File: src/rtl/pcm_gain_pkg.sv
package pcm_gain_pkg;
  localparam int GAIN_W   = 7;
  localparam int MANT_W   = 16;
  localparam int GAIN_MIN = -64;

  typedef logic signed [GAIN_W-1:0] gain_t;

  // Linear factor for 0..5 dB above a power-of-two boundary, scaled by 2^15.
  function automatic logic [MANT_W-1:0] mant_of(input logic [2:0] r);
    case (r)
      3'd0:    mant_of = 16'd32768;
      3'd1:    mant_of = 16'd36766;
      3'd2:    mant_of = 16'd41253;
      3'd3:    mant_of = 16'd46286;
      3'd4:    mant_of = 16'd51935;
      default: mant_of = 16'd58271;
    endcase
  endfunction
endpackage

File: src/rtl/gain_tracker.sv
module gain_tracker
  import pcm_gain_pkg::*;
#(
  parameter int TIMEOUT = 1024,
  localparam int CW = $clog2(TIMEOUT + 1)
) (
  input  logic          clk,
  input  logic          rst_n,
  input  logic          fire,
  input  logic          smp_neg,
  input  logic          smp_zero,
  input  gain_t         target,
  output gain_t         gain_now,
  output gain_t         gain_use,
  output logic [CW-1:0] wait_cnt
);
  logic  prev_neg;
  logic  crossing;
  logic  expired;
  logic  step;
  logic  off_target;

  assign crossing   = smp_zero || (smp_neg != prev_neg);
  assign expired    = (wait_cnt == CW'(TIMEOUT - 1));
  assign off_target = (gain_now != target);
  assign step       = off_target && (crossing || expired);

  always_comb begin
    gain_use = gain_now;
    if (step) begin
      if (target > gain_now) gain_use = gain_now + 7'sd1;
      else                   gain_use = gain_now - 7'sd1;
    end
  end

  always_ff @(posedge clk or negedge rst_n) begin
    if (!rst_n) begin
      gain_now <= '0;
      prev_neg <= 1'b0;
      wait_cnt <= '0;
    end else if (fire) begin
      gain_now <= gain_use;
      prev_neg <= smp_neg;
      if (step || !off_target) wait_cnt <= '0;
      else                     wait_cnt <= wait_cnt + 1'b1;
    end
  end
endmodule

File: src/rtl/gain_scaler.sv
module gain_scaler
  import pcm_gain_pkg::*;
#(
  parameter int DW = 24,
  parameter int NW = 16,
  localparam int PW = DW + MANT_W + 1
) (
  input  logic signed [DW-1:0] sample,
  input  gain_t                gain,
  input  logic                 silence,
  input  logic                 narrow,
  output logic signed [DW-1:0] result
);
  logic [7:0]           g_ofs;
  logic [4:0]           q_ofs;
  logic [2:0]           r_ofs;
  logic [4:0]           sh;
  logic [MANT_W-1:0]    mant;
  logic signed [PW-1:0] prod;
  logic signed [PW-1:0] rnd;
  logic signed [PW-1:0] scaled;
  logic                 pos_ovf;
  logic                 neg_ovf;
  logic signed [DW-1:0] sat;
  logic signed [DW-1:0] fmt_out;

  // Offset by 66 (a multiple of 6) so the floor division stays unsigned.
  always_comb begin
    g_ofs = {gain[GAIN_W-1], gain} + 8'd66;
    q_ofs = 5'(g_ofs / 8'd6);
    r_ofs = 3'(g_ofs % 8'd6);
    sh    = 5'd26 - q_ofs;
  end

  assign mant   = mant_of(r_ofs);
  assign prod   = sample * $signed({1'b0, mant});
  assign rnd    = prod + ({{(PW-1){1'b0}}, 1'b1} << (sh - 5'd1));
  assign scaled = rnd >>> sh;

  assign pos_ovf = !scaled[PW-1] && (|scaled[PW-2:DW-1]);
  assign neg_ovf =  scaled[PW-1] && !(&scaled[PW-2:DW-1]);

  always_comb begin
    if (pos_ovf)      sat = {1'b0, {(DW-1){1'b1}}};
    else if (neg_ovf) sat = {1'b1, {(DW-1){1'b0}}};
    else              sat = scaled[DW-1:0];
  end

  generate
    if (NW < DW) begin : g_narrow
      assign fmt_out = narrow ? {{(DW-NW){sat[DW-1]}}, sat[DW-1:DW-NW]} : sat;
    end else begin : g_full
      assign fmt_out = sat;
    end
  endgenerate

  assign result = silence ? '0 : fmt_out;
endmodule

File: src/rtl/pcm_gain_zc.sv
module pcm_gain_zc
  import pcm_gain_pkg::*;
#(
  parameter int DW      = 24,
  parameter int NW      = 16,
  parameter int TIMEOUT = 1024,
  localparam int CW = $clog2(TIMEOUT + 1)
) (
  input  logic          clk,
  input  logic          rst_n,
  input  logic          in_valid,
  output logic          in_ready,
  input  logic [DW-1:0] in_data,
  output logic          out_valid,
  input  logic          out_ready,
  output logic [DW-1:0] out_data,
  input  logic [6:0]    gain_req,
  input  logic          mute_req,
  input  logic          fmt16,
  output logic          gain_settled
);
  gain_t                target;
  gain_t                gain_now;
  gain_t                gain_use;
  logic [CW-1:0]        wait_cnt;
  logic                 fire;
  logic                 silence;
  logic signed [DW-1:0] result;

  assign in_ready     = !out_valid || out_ready;
  assign fire         = in_valid && in_ready;
  assign target       = mute_req ? gain_t'(GAIN_MIN) : $signed(gain_req);
  assign silence      = mute_req && (gain_use == gain_t'(GAIN_MIN));
  assign gain_settled = (gain_now == target);

  gain_tracker #(.TIMEOUT(TIMEOUT)) i_track (
    .clk      (clk),
    .rst_n    (rst_n),
    .fire     (fire),
    .smp_neg  (in_data[DW-1]),
    .smp_zero (in_data == '0),
    .target   (target),
    .gain_now (gain_now),
    .gain_use (gain_use),
    .wait_cnt (wait_cnt)
  );

  gain_scaler #(.DW(DW), .NW(NW)) i_scale (
    .sample  ($signed(in_data)),
    .gain    (gain_use),
    .silence (silence),
    .narrow  (fmt16),
    .result  (result)
  );

  always_ff @(posedge clk or negedge rst_n) begin
    if (!rst_n) begin
      out_valid <= 1'b0;
      out_data  <= '0;
    end else if (fire) begin
      out_valid <= 1'b1;
      out_data  <= result;
    end else if (out_ready) begin
      out_valid <= 1'b0;
    end
  end
endmodule

File: config.mk
export PLATFORM = sky130hd
export DESIGN_NAME = pcm_gain_zc
export DESIGN_NICKNAME = d
export VERILOG_FILES = /design/src/rtl/pcm_gain_pkg.sv /design/src/rtl/gain_tracker.sv /design/src/rtl/gain_scaler.sv /design/src/rtl/pcm_gain_zc.sv
export SDC_FILE = /design/constraint.sdc
export NUM_CORES = 1
export LEC_CHECK = 0
export BUFFER_PORTS_ARGS = -buffer_cell sky130_fd_sc_hd__buf_2
export CAP_MARGIN = 40
export CORE_MARGIN = 1.5
export CORE_UTILIZATION = 50
export CTS_BUF_LIST = sky130_fd_sc_hd__clkbuf_8
export DETAILED_ROUTE_END_ITERATION = 8
export GPL_ROUTABILITY_DRIVEN = 0
export PLACE_DENSITY = 0.75
export SLEW_MARGIN = 20
export SYNTH_ARGS = -nofsm -noshare
export SYNTH_HDL_FRONTEND = slang
export SYNTH_SLANG_ARGS = --single-unit
export TNS_END_PERCENT = 100
File: constraint.sdc
create_clock -name clk -period 18.5 [get_ports clk]
set_input_delay 2.775 -clock clk [delete_from_list [all_inputs] [get_ports clk]]
set_output_delay 2.775 -clock clk [all_outputs]
set_load 0.005 [all_outputs]
==> results of run 1 <==
[cells in the mapped netlist, types with 15 or more instances]
master	count
ha_1	126
xnor2_1	44
clkbuf_1	70
o31ai_1	17
a21o_1	30
nor3_1	29
nand4_1	15
a21oi_1	73
fa_1	413
nor2b_1	37
nand2_1	249
mux4_2	31
o21ai_0	56
and2_1	116
a211oi_1	19
nand3_1	23
inv_1	482
nor2_1	85
dfrtp_1	44
mux2i_1	89
[flip-flops by register name (all words and copies together), names as in the netlist]
name,cells
i_track.prev_neg,1
out_data,24
i_track.gain_now,7
out_valid,1
i_track.wait_cnt,11
[worst max-delay path: cells and delay by family]
kind                       cells  cell delay [ns]
AOI/OAI and AO/OA             16             4.87
and+or+nand+nor               16             4.33
adders and majority gates     10             4.10
buffers and inverters          9             1.10
muxes                          2             0.48
xor gates and xnor gates       1             0.25
[cell families after synthesis]
kind of cell    share of synthesized area, %
compound gates                          10.7
xor+xnor                                2.58
fa+ha+maj                               47.1
buf+inv                                 10.9
flops                                   5.26
mux                                     8.44
simple gates                            15.0
[layout make-up]
class                           count  area [um2]  share of cell area [%]
Timing Repair Buffer               95         588                    2.69
Clock buffer                        5        68.8                   0.315
Sequential cell                    44        1100                    5.04
Clock inverter                      3        38.8                   0.177
Tap cell                          532         666                    3.04
Inverter                          485        1830                    8.35
Multi-Input combinational cell   1686       17600                    80.4
[timing repair]
item / CTS / global route
endpoints found under the hold margin: 0 / 0
gates resized for setup: 0 / 3
setup endpoints to repair: 0 / 23
[routing by layer]
layer,vias to the layer above,track usage (%)
li1,7393,-
met1,8406,35.8
met2,820,46.8
met3,185,3.42
met4,0,9.15
met5,-,0
[worst min-delay path by stage]
stage	depth (start not counted)	end	from	slack, ns
after floorplan	1	i_track.wait_cnt[8]$_DFFE_PN0P_	i_track.wait_cnt[8]$_DFFE_PN0P_	0.45
after global placement	2	out_data[10]$_DFFE_PN0P_	out_data[10]$_DFFE_PN0P_	0.47
after detailed placement	2	out_data[8]$_DFFE_PN0P_	out_data[8]$_DFFE_PN0P_	0.47
after CTS	2	out_data[8]$_DFFE_PN0P_	out_data[8]$_DFFE_PN0P_	0.49
after global routing	2	out_data[10]$_DFFE_PN0P_	out_data[10]$_DFFE_PN0P_	0.52
final	2	out_data[8]$_DFFE_PN0P_	out_data[8]$_DFFE_PN0P_	0.49
[through the flow]
step	worst slack [ns]	instance area [um2]	hold WS [ns]
floorplan	1.87	20900	0.452
global placement	0.500	21700	0.471
detailed placement	0.556	21700	0.473
CTS	0.838	21800	0.490
global route	0.0616	21900	0.518
finish	0.753	21900	0.485
==> flow_summary.yaml, run 1 <==
outcome:
  status: "finished, violations left"
  violations: "DRC"
hold_path:
  hp-class: "flip-flop to flip-flop"
route:
  drtPass1Iterations: 9
  ant_nets: 0
  wl_met3_um: 4630
  routed.top_layer: "met4"
  m1WireLength_um: 22500
  drt-total-wl_um: 57200
  vias: 16804
  drt_iter0_drc: 1487
  wl_met2_um: 27800
  drc_errors: 3
  viasPerCell: 5.90
  wire_per_inst_um: 20.1
finish:
  drive_gt1_share_pct: 8.20
  fin_cells: 2850
  layout_commonest_cell: "inv_1"
  fin_nets: 2893
  antenna_cells: 0
  area_growth_syn_to_layout_pct: 4.52
  final_util_pct: 53.3
  fill_cells: 3660
  final_cell_mix: "inv_1 (483), fa_1 (413), nand2_1 (249)"
worst_setup_path:
  endpoint: "out_data[0]$_DFFE_PN0P_"
  critical_path.slowest_cell: "fa_1"
  endpoint_kind: "flip-flop"
  required_ns: 18.67
  r2r_end: "out_data[0]$_DFFE_PN0P_"
  max_stage_delay_ns: 0.58
  start_kind: "input pin"
  path_max_fanout: 24
  crit_arrival_ns: 17.92
  rr_worst_depth: 53
  crit_start: "mute_req"
  path_class: "input pin to flip-flop"
  timing.rr.start: "i_track.gain_now[1]$_DFFE_PN0P_"
  r2r_slack_ns: 3.09
yosys:
  synth_nets: 2891
  syn_area_per_cell_um2: 9.04
  synth.largest_area_cell: "fa_1"
  synthArstFlopShare_pct: 100
  netlist_area_um2: 20900
  ys_top_cells_by_area: "fa_1 (40%), inv_1 (8.6%), ha_1 (7.5%)"
  syn_inst: 2315
  synth-seq-area-share_pct: 5.26
  yosys_register_bits: 44
  yosysWarnings: 0
  synth-main-ff-cell: "dfrtp_1"
  synth_edf_count: 0
  synth_top_area_share_pct: 39.5
  synth.distinct_cells: 99
timing:
  post-route-period-util_pct: 95.9
  hold_violations: 0
  relSlewSlack_pct: 39.0
  setup_tns_ns: 0
  skew_ns: 0.0101
  clock.fmax_mhz: 56.3
  worst_slew_pin_slew_ns: 0.908
  drv_slew: 0
  finalSetupViolCount: 0
  min_period_ns: 17.75
  rsz0062_at_grt: "false"
global_routing:
  overflow: 0
  gr-usage-all-layers_pct: 27.3
  grt_antenna_before_repair: 2
  grt_max_degree: 51
  grt_pass1_vias: 18053
  grt_pass1_wl_um: 93900
place:
  placed_cells: 2841
  hpwlAfterDp_um: 47100
  io_buffers: 63
clocking:
  clock_latency_ns: 0.30
  hold_buffers: 0
  root_buffer: "clkbuf_8"
  clk_path_buf_depth: 2
  numCtsBuffers: 5
  postCtsSetupBuffers: 0
  tritoncts: "yes"
  path_clk_slew_ns: 0.07
  cts.sinks: 44
  htree_levels: 2
die:
  die_area_um2: 43100
  die_h_um: 208
  die_w_um: 208
  rows: 74
  core_um2: 41000
  start_util_pct: 51.0
  pin_count: 64
flow_run:
  cap_violations: 0
Power of run 1 is left out: the tool's default activity adds up to more than one toggle a clock period on the data nets, which glitch-free logic cannot reach.
==> run 2, diff against run 1 <==
CORE_MARGIN = 4   (was 1.5)
CTS_CLUSTER_DIAMETER = 80   (was unset)
PLACE_DENSITY = 0.63   (was 0.75)
==> flow_summary.yaml, run 2 (synthesized netlist as in run 1, its figures left out) <==
worst_setup_path:
  endpoint_kind: "flip-flop"
  timing.rr.start: "i_track.gain_now[4]$_DFFE_PN0P_"
  required_ns: 18.70
  start_kind: "input pin"
  max_stage_delay_ns: 0.63
  path_max_fanout: 26
  critical_path.slowest_cell: "a222oi_1"
  rr_worst_depth: 50
  crit_start: "mute_req"
  path_class: "input pin to flip-flop"
  crit_arrival_ns: 17.83
  crit_top_cell: "fa_1"
hold_path:
  min_from: "out_data[11]$_DFFE_PN0P_"
  hp-class: "flip-flop to flip-flop"
  min_path_cells: 2
timing:
  min_period_ns: 17.63
  drv_slew: 0
  relSlewSlack_pct: 35.3
  clock.fmax_mhz: 56.7
  finalSetupViolCount: 0
  setup_tns_ns: 0
  worst_slew_pin_slew_ns: 0.962
  hold_violations: 0
  skew_ns: 0.00942
  rsz0062_at_grt: "false"
  post-route-period-util_pct: 95.3
place:
  io_buffers: 63
  hpwlAfterDp_um: 47800
global_routing:
  gr-usage-all-layers_pct: 26.2
  grt_max_degree: 51
  grt_pass1_vias: 17138
  grt_pass1_wl_um: 93600
  overflow: 0
  grt_antenna_before_repair: 1
route:
  ant_nets: 0
  vias: 16309
  drtPass1Iterations: 5
  wire_per_inst_um: 20.2
  drc_errors: 0
  drt_iter0_drc: 1024
  drt-total-wl_um: 57600
  viasPerCell: 5.72
die:
  start_util_pct: 50.9
  core_um2: 41100
  rows: 74
  die_h_um: 213
  die_area_um2: 45200
  pin_count: 64
  die_w_um: 213
clocking:
  htree_levels: 2
  numCtsBuffers: 5
  path_clk_slew_ns: 0.08
  cts.sinks: 44
  clk_path_buf_depth: 2
  root_buffer: "clkbuf_8"
  tritoncts: "yes"
  clock_latency_ns: 0.31
outcome:
  status: "finished clean"
flow_run:
  cap_violations: 0
finish:
  reg_top3: "out_data (24), i_track.wait_cnt (11), i_track.gain_now (7)"
  drive_gt1_share_pct: 8.28
  regMostFlops: "out_data"
  layout_commonest_cell: "inv_1"
  fin_nets: 2894
  largest_register_ffs: 24
  final_cell_mix: "inv_1 (482), fa_1 (413), nand2_1 (249)"
  area_growth_syn_to_layout_pct: 4.55
-- run 2: cell count changes in the layout (fill, tap and decap cells not counted), moves of 2 or more --
| cell | previous run | this run |
|---|---|---|
| buf_4 | 27 | 30 |
| buf_6 | 2 | 0 |
| clkinv_4 | 0 | 2 |
| diode_2 | 0 | 2 |
-- run 2: per-layer routing --
metal	vias up	part of all wire, %	global-route usage (%)
li1	7373	-	-
met1	8280	42	36.4
met2	557	48	44.0
met3	99	6.3	3.57
met4	0	2.8	5.95
met5	-	0	0
-- run 2: cell type report --
| type | instances | area [um2] |
|---|---|---|
| Antenna cell | 2 | 5.00 |
| Clock buffer | 5 | 68.8 |
| Clock inverter | 3 | 47.5 |
| Fill cell | 3908 | 19200 |
| Inverter | 485 | 1830 |
| Multi-Input combinational cell | 1686 | 17600 |
| Sequential cell | 44 | 1100 |
| Tap cell | 532 | 666 |
| Timing Repair Buffer | 96 | 581 |
-- run 2: stage by stage --
stage	hold WS (ns)	worst slack, ns	util (%)	area [um2]	instances
finish	0.482	0.872	53.2	21900	2853
floorplan	0.452	1.87	-	20900	2315
global placement	0.468	0.896	52.8	21700	2839
global route	0.512	0.0552	53.2	21900	2851
detailed placement	0.470	0.607	52.9	21700	2842
CTS	0.490	0.897	53.2	21800	2850
-- run 2: timing repair --
action	4_1_cts	5_1_grt
hold buffers	0	0
setup endpoints to repair	0	6
buffers inserted	0	0
gates resized for setup	0	2
-- run 2: final timing paths --
path	endpoint	slack (ns)
worst max-delay path	out_data[3]$_DFFE_PN0P_	0.87
worst min-delay path	out_data[11]$_DFFE_PN0P_	0.48
worst max register to register	out_data[3]$_DFFE_PN0P_	3.23
worst min register to register	out_data[11]$_DFFE_PN0P_	0.48
max in group asynchronous	out_data[22]$_DFFE_PN0P_	15.63
min in group asynchronous	i_track.wait_cnt[4]$_DFFE_PN0P_	2.38
-- run 2: critical path, delay by kind of cell --
family                     cells  cell delay [ns]
muxes                          3             1.06
xor gates and xnor gates       2             0.64
adders and majority gates     10             4.38
buffers and inverters         10             1.57
and+or+nand+nor               10             2.57
AOI/OAI and AO/OA             16             4.78
Power of run 2 is left out for the same reason.
==> run 3, diff against run 2 <==
BUFFER_PORTS_ARGS = unset   (was -buffer_cell sky130_fd_sc_hd__buf_2)
CORE_ASPECT_RATIO = 2   (was unset)
DONT_BUFFER_PORTS = 1   (was unset)
PLACE_DENSITY = 0.62   (was 0.63)
==> flow_summary.yaml, run 3 (synthesized netlist as in run 1, its figures left out) <==
die:
  core_um2: 41300
  pin_count: 64
  die_w_um: 153
  die_area_um2: 45400
  die_h_um: 297
  rows: 105
  start_util_pct: 50.7
worst_setup_path:
  endpoint_kind: "flip-flop"
  critical_path.slowest_cell: "a311o_1"
  crit_start: "mute_req"
  required_ns: 18.70
  max_stage_delay_ns: 0.54
  r2r_end: "out_data[4]$_DFFE_PN0P_"
  timing.rr.start: "i_track.gain_now[6]$_DFFE_PN0P_"
  crit_arrival_ns: 17.86
  start_kind: "input pin"
  path_class: "input pin to flip-flop"
  endpoint: "out_data[4]$_DFFE_PN0P_"
  r2r_slack_ns: 2.99
  rr_worst_depth: 54
  path_max_fanout: 23
global_routing:
  overflow: 0
  gr-usage-all-layers_pct: 29.7
  grt_pass1_vias: 18170
  grt_max_degree: 51
  grt_antenna_before_repair: 0
  grt_pass1_wl_um: 104000
timing:
  clock.fmax_mhz: 56.6
  hold_violations: 0
  post-route-period-util_pct: 95.5
  worst_slew_pin_slew_ns: 0.851
  setup_tns_ns: 0
  min_period_ns: 17.66
  finalSetupViolCount: 0
  relSlewSlack_pct: 43.0
  drv_slew: 0
  skew_ns: 0.00728
  rsz0062_at_grt: "false"
finish:
  area_growth_syn_to_layout_pct: 3.13
  fill_cells: 3940
  drive_gt1_share_pct: 5.88
  final_cell_mix: "inv_1 (482), fa_1 (413), nand2_1 (249)"
  fin_cells: 2797
  fin_nets: 2835
  regMostFlops: "out_data"
  largest_register_ffs: 24
  reg_top3: "out_data (24), i_track.wait_cnt (11), i_track.gain_now (7)"
  final_util_pct: 52.3
  stdcell_area_um2: 21600
  layout_commonest_cell: "inv_1"
hold_path:
  hp-class: "flip-flop to flip-flop"
clocking:
  clock_latency_ns: 0.32
  hold_buffers: 0
  postCtsSetupBuffers: 0
  cts.sinks: 44
  htree_levels: 2
  path_clk_slew_ns: 0.09
  ctsResizeCount: 0
  clk_path_buf_depth: 2
  numCtsBuffers: 5
  root_buffer: "clkbuf_8"
  tritoncts: "yes"
flow_run:
  cap_violations: 0
place:
  hpwlAfterDp_um: 56000
  placed_area_um2: 21400
  io_buffers: 0
  placed_cells: 2785
route:
  drtPass1Iterations: 6
  wire_per_inst_um: 23.6
  drc_errors: 0
  drt-total-wl_um: 66100
  ant_nets: 0
  viasPerCell: 5.89
  drt_iter0_drc: 1037
  vias: 16465
outcome:
  status: "finished clean"
run 3: metal layers:
metal	wire length, um	GRT usage, %	part of all wire (%)	up-vias
met5	0	0	0	-
met4	6450	22.1	9.8	0
met3	2570	2.52	3.9	270
met2	35800	56.3	54	617
met1	21200	29.4	32	8315
li1	-	-	-	7263
run 3: layout make-up:
type	instances	area [um2]	area share [%]
Antenna cell	2	5.00	0.0232
Tap cell	535	669	3.10
Timing Repair Buffer	37	279	1.29
Clock buffer	5	68.8	0.319
Clock inverter	3	46.3	0.215
Inverter	485	1830	8.46
Multi-Input combinational cell	1686	17600	81.5
Sequential cell	44	1100	5.10
run 3: per-stage QoR:
step                hold WS [ns]  setup slack [ns]
global route               0.548            0.0534
CTS                        0.494             0.982
finish                     0.504             0.836
floorplan                  0.452              1.87
detailed placement         0.478             0.637
global placement           0.473             0.985
run 3: how the worst min path moves through the flow:
| stage | from | end | slack (ns) | cells after the start |
|---|---|---|---|---|
| floorplan | i_track.wait_cnt[8]$_DFFE_PN0P_ | i_track.wait_cnt[8]$_DFFE_PN0P_ | 0.45 | 1 |
| global placement | i_track.wait_cnt[8]$_DFFE_PN0P_ | i_track.wait_cnt[8]$_DFFE_PN0P_ | 0.47 | 1 |
| detailed placement | i_track.wait_cnt[8]$_DFFE_PN0P_ | i_track.wait_cnt[8]$_DFFE_PN0P_ | 0.48 | 1 |
| CTS | i_track.wait_cnt[8]$_DFFE_PN0P_ | i_track.wait_cnt[8]$_DFFE_PN0P_ | 0.49 | 1 |
| global route | i_track.wait_cnt[3]$_DFFE_PN0P_ | i_track.wait_cnt[3]$_DFFE_PN0P_ | 0.55 | 1 |
| finish | i_track.wait_cnt[8]$_DFFE_PN0P_ | i_track.wait_cnt[8]$_DFFE_PN0P_ | 0.50 | 1 |
run 3: worst max-delay path: cells and delay by family:
family                   cells  cell delay, ns
multiplexers                 2            0.45
AND/OR/NAND/NOR             17            4.45
AO/OA/AOI/OAI               17            5.06
adder cells (fa/ha/maj)     10            3.92
XOR/XNOR                     1            0.45
buffers and inverters        7            0.72
Power of run 3 is left out for the same reason.
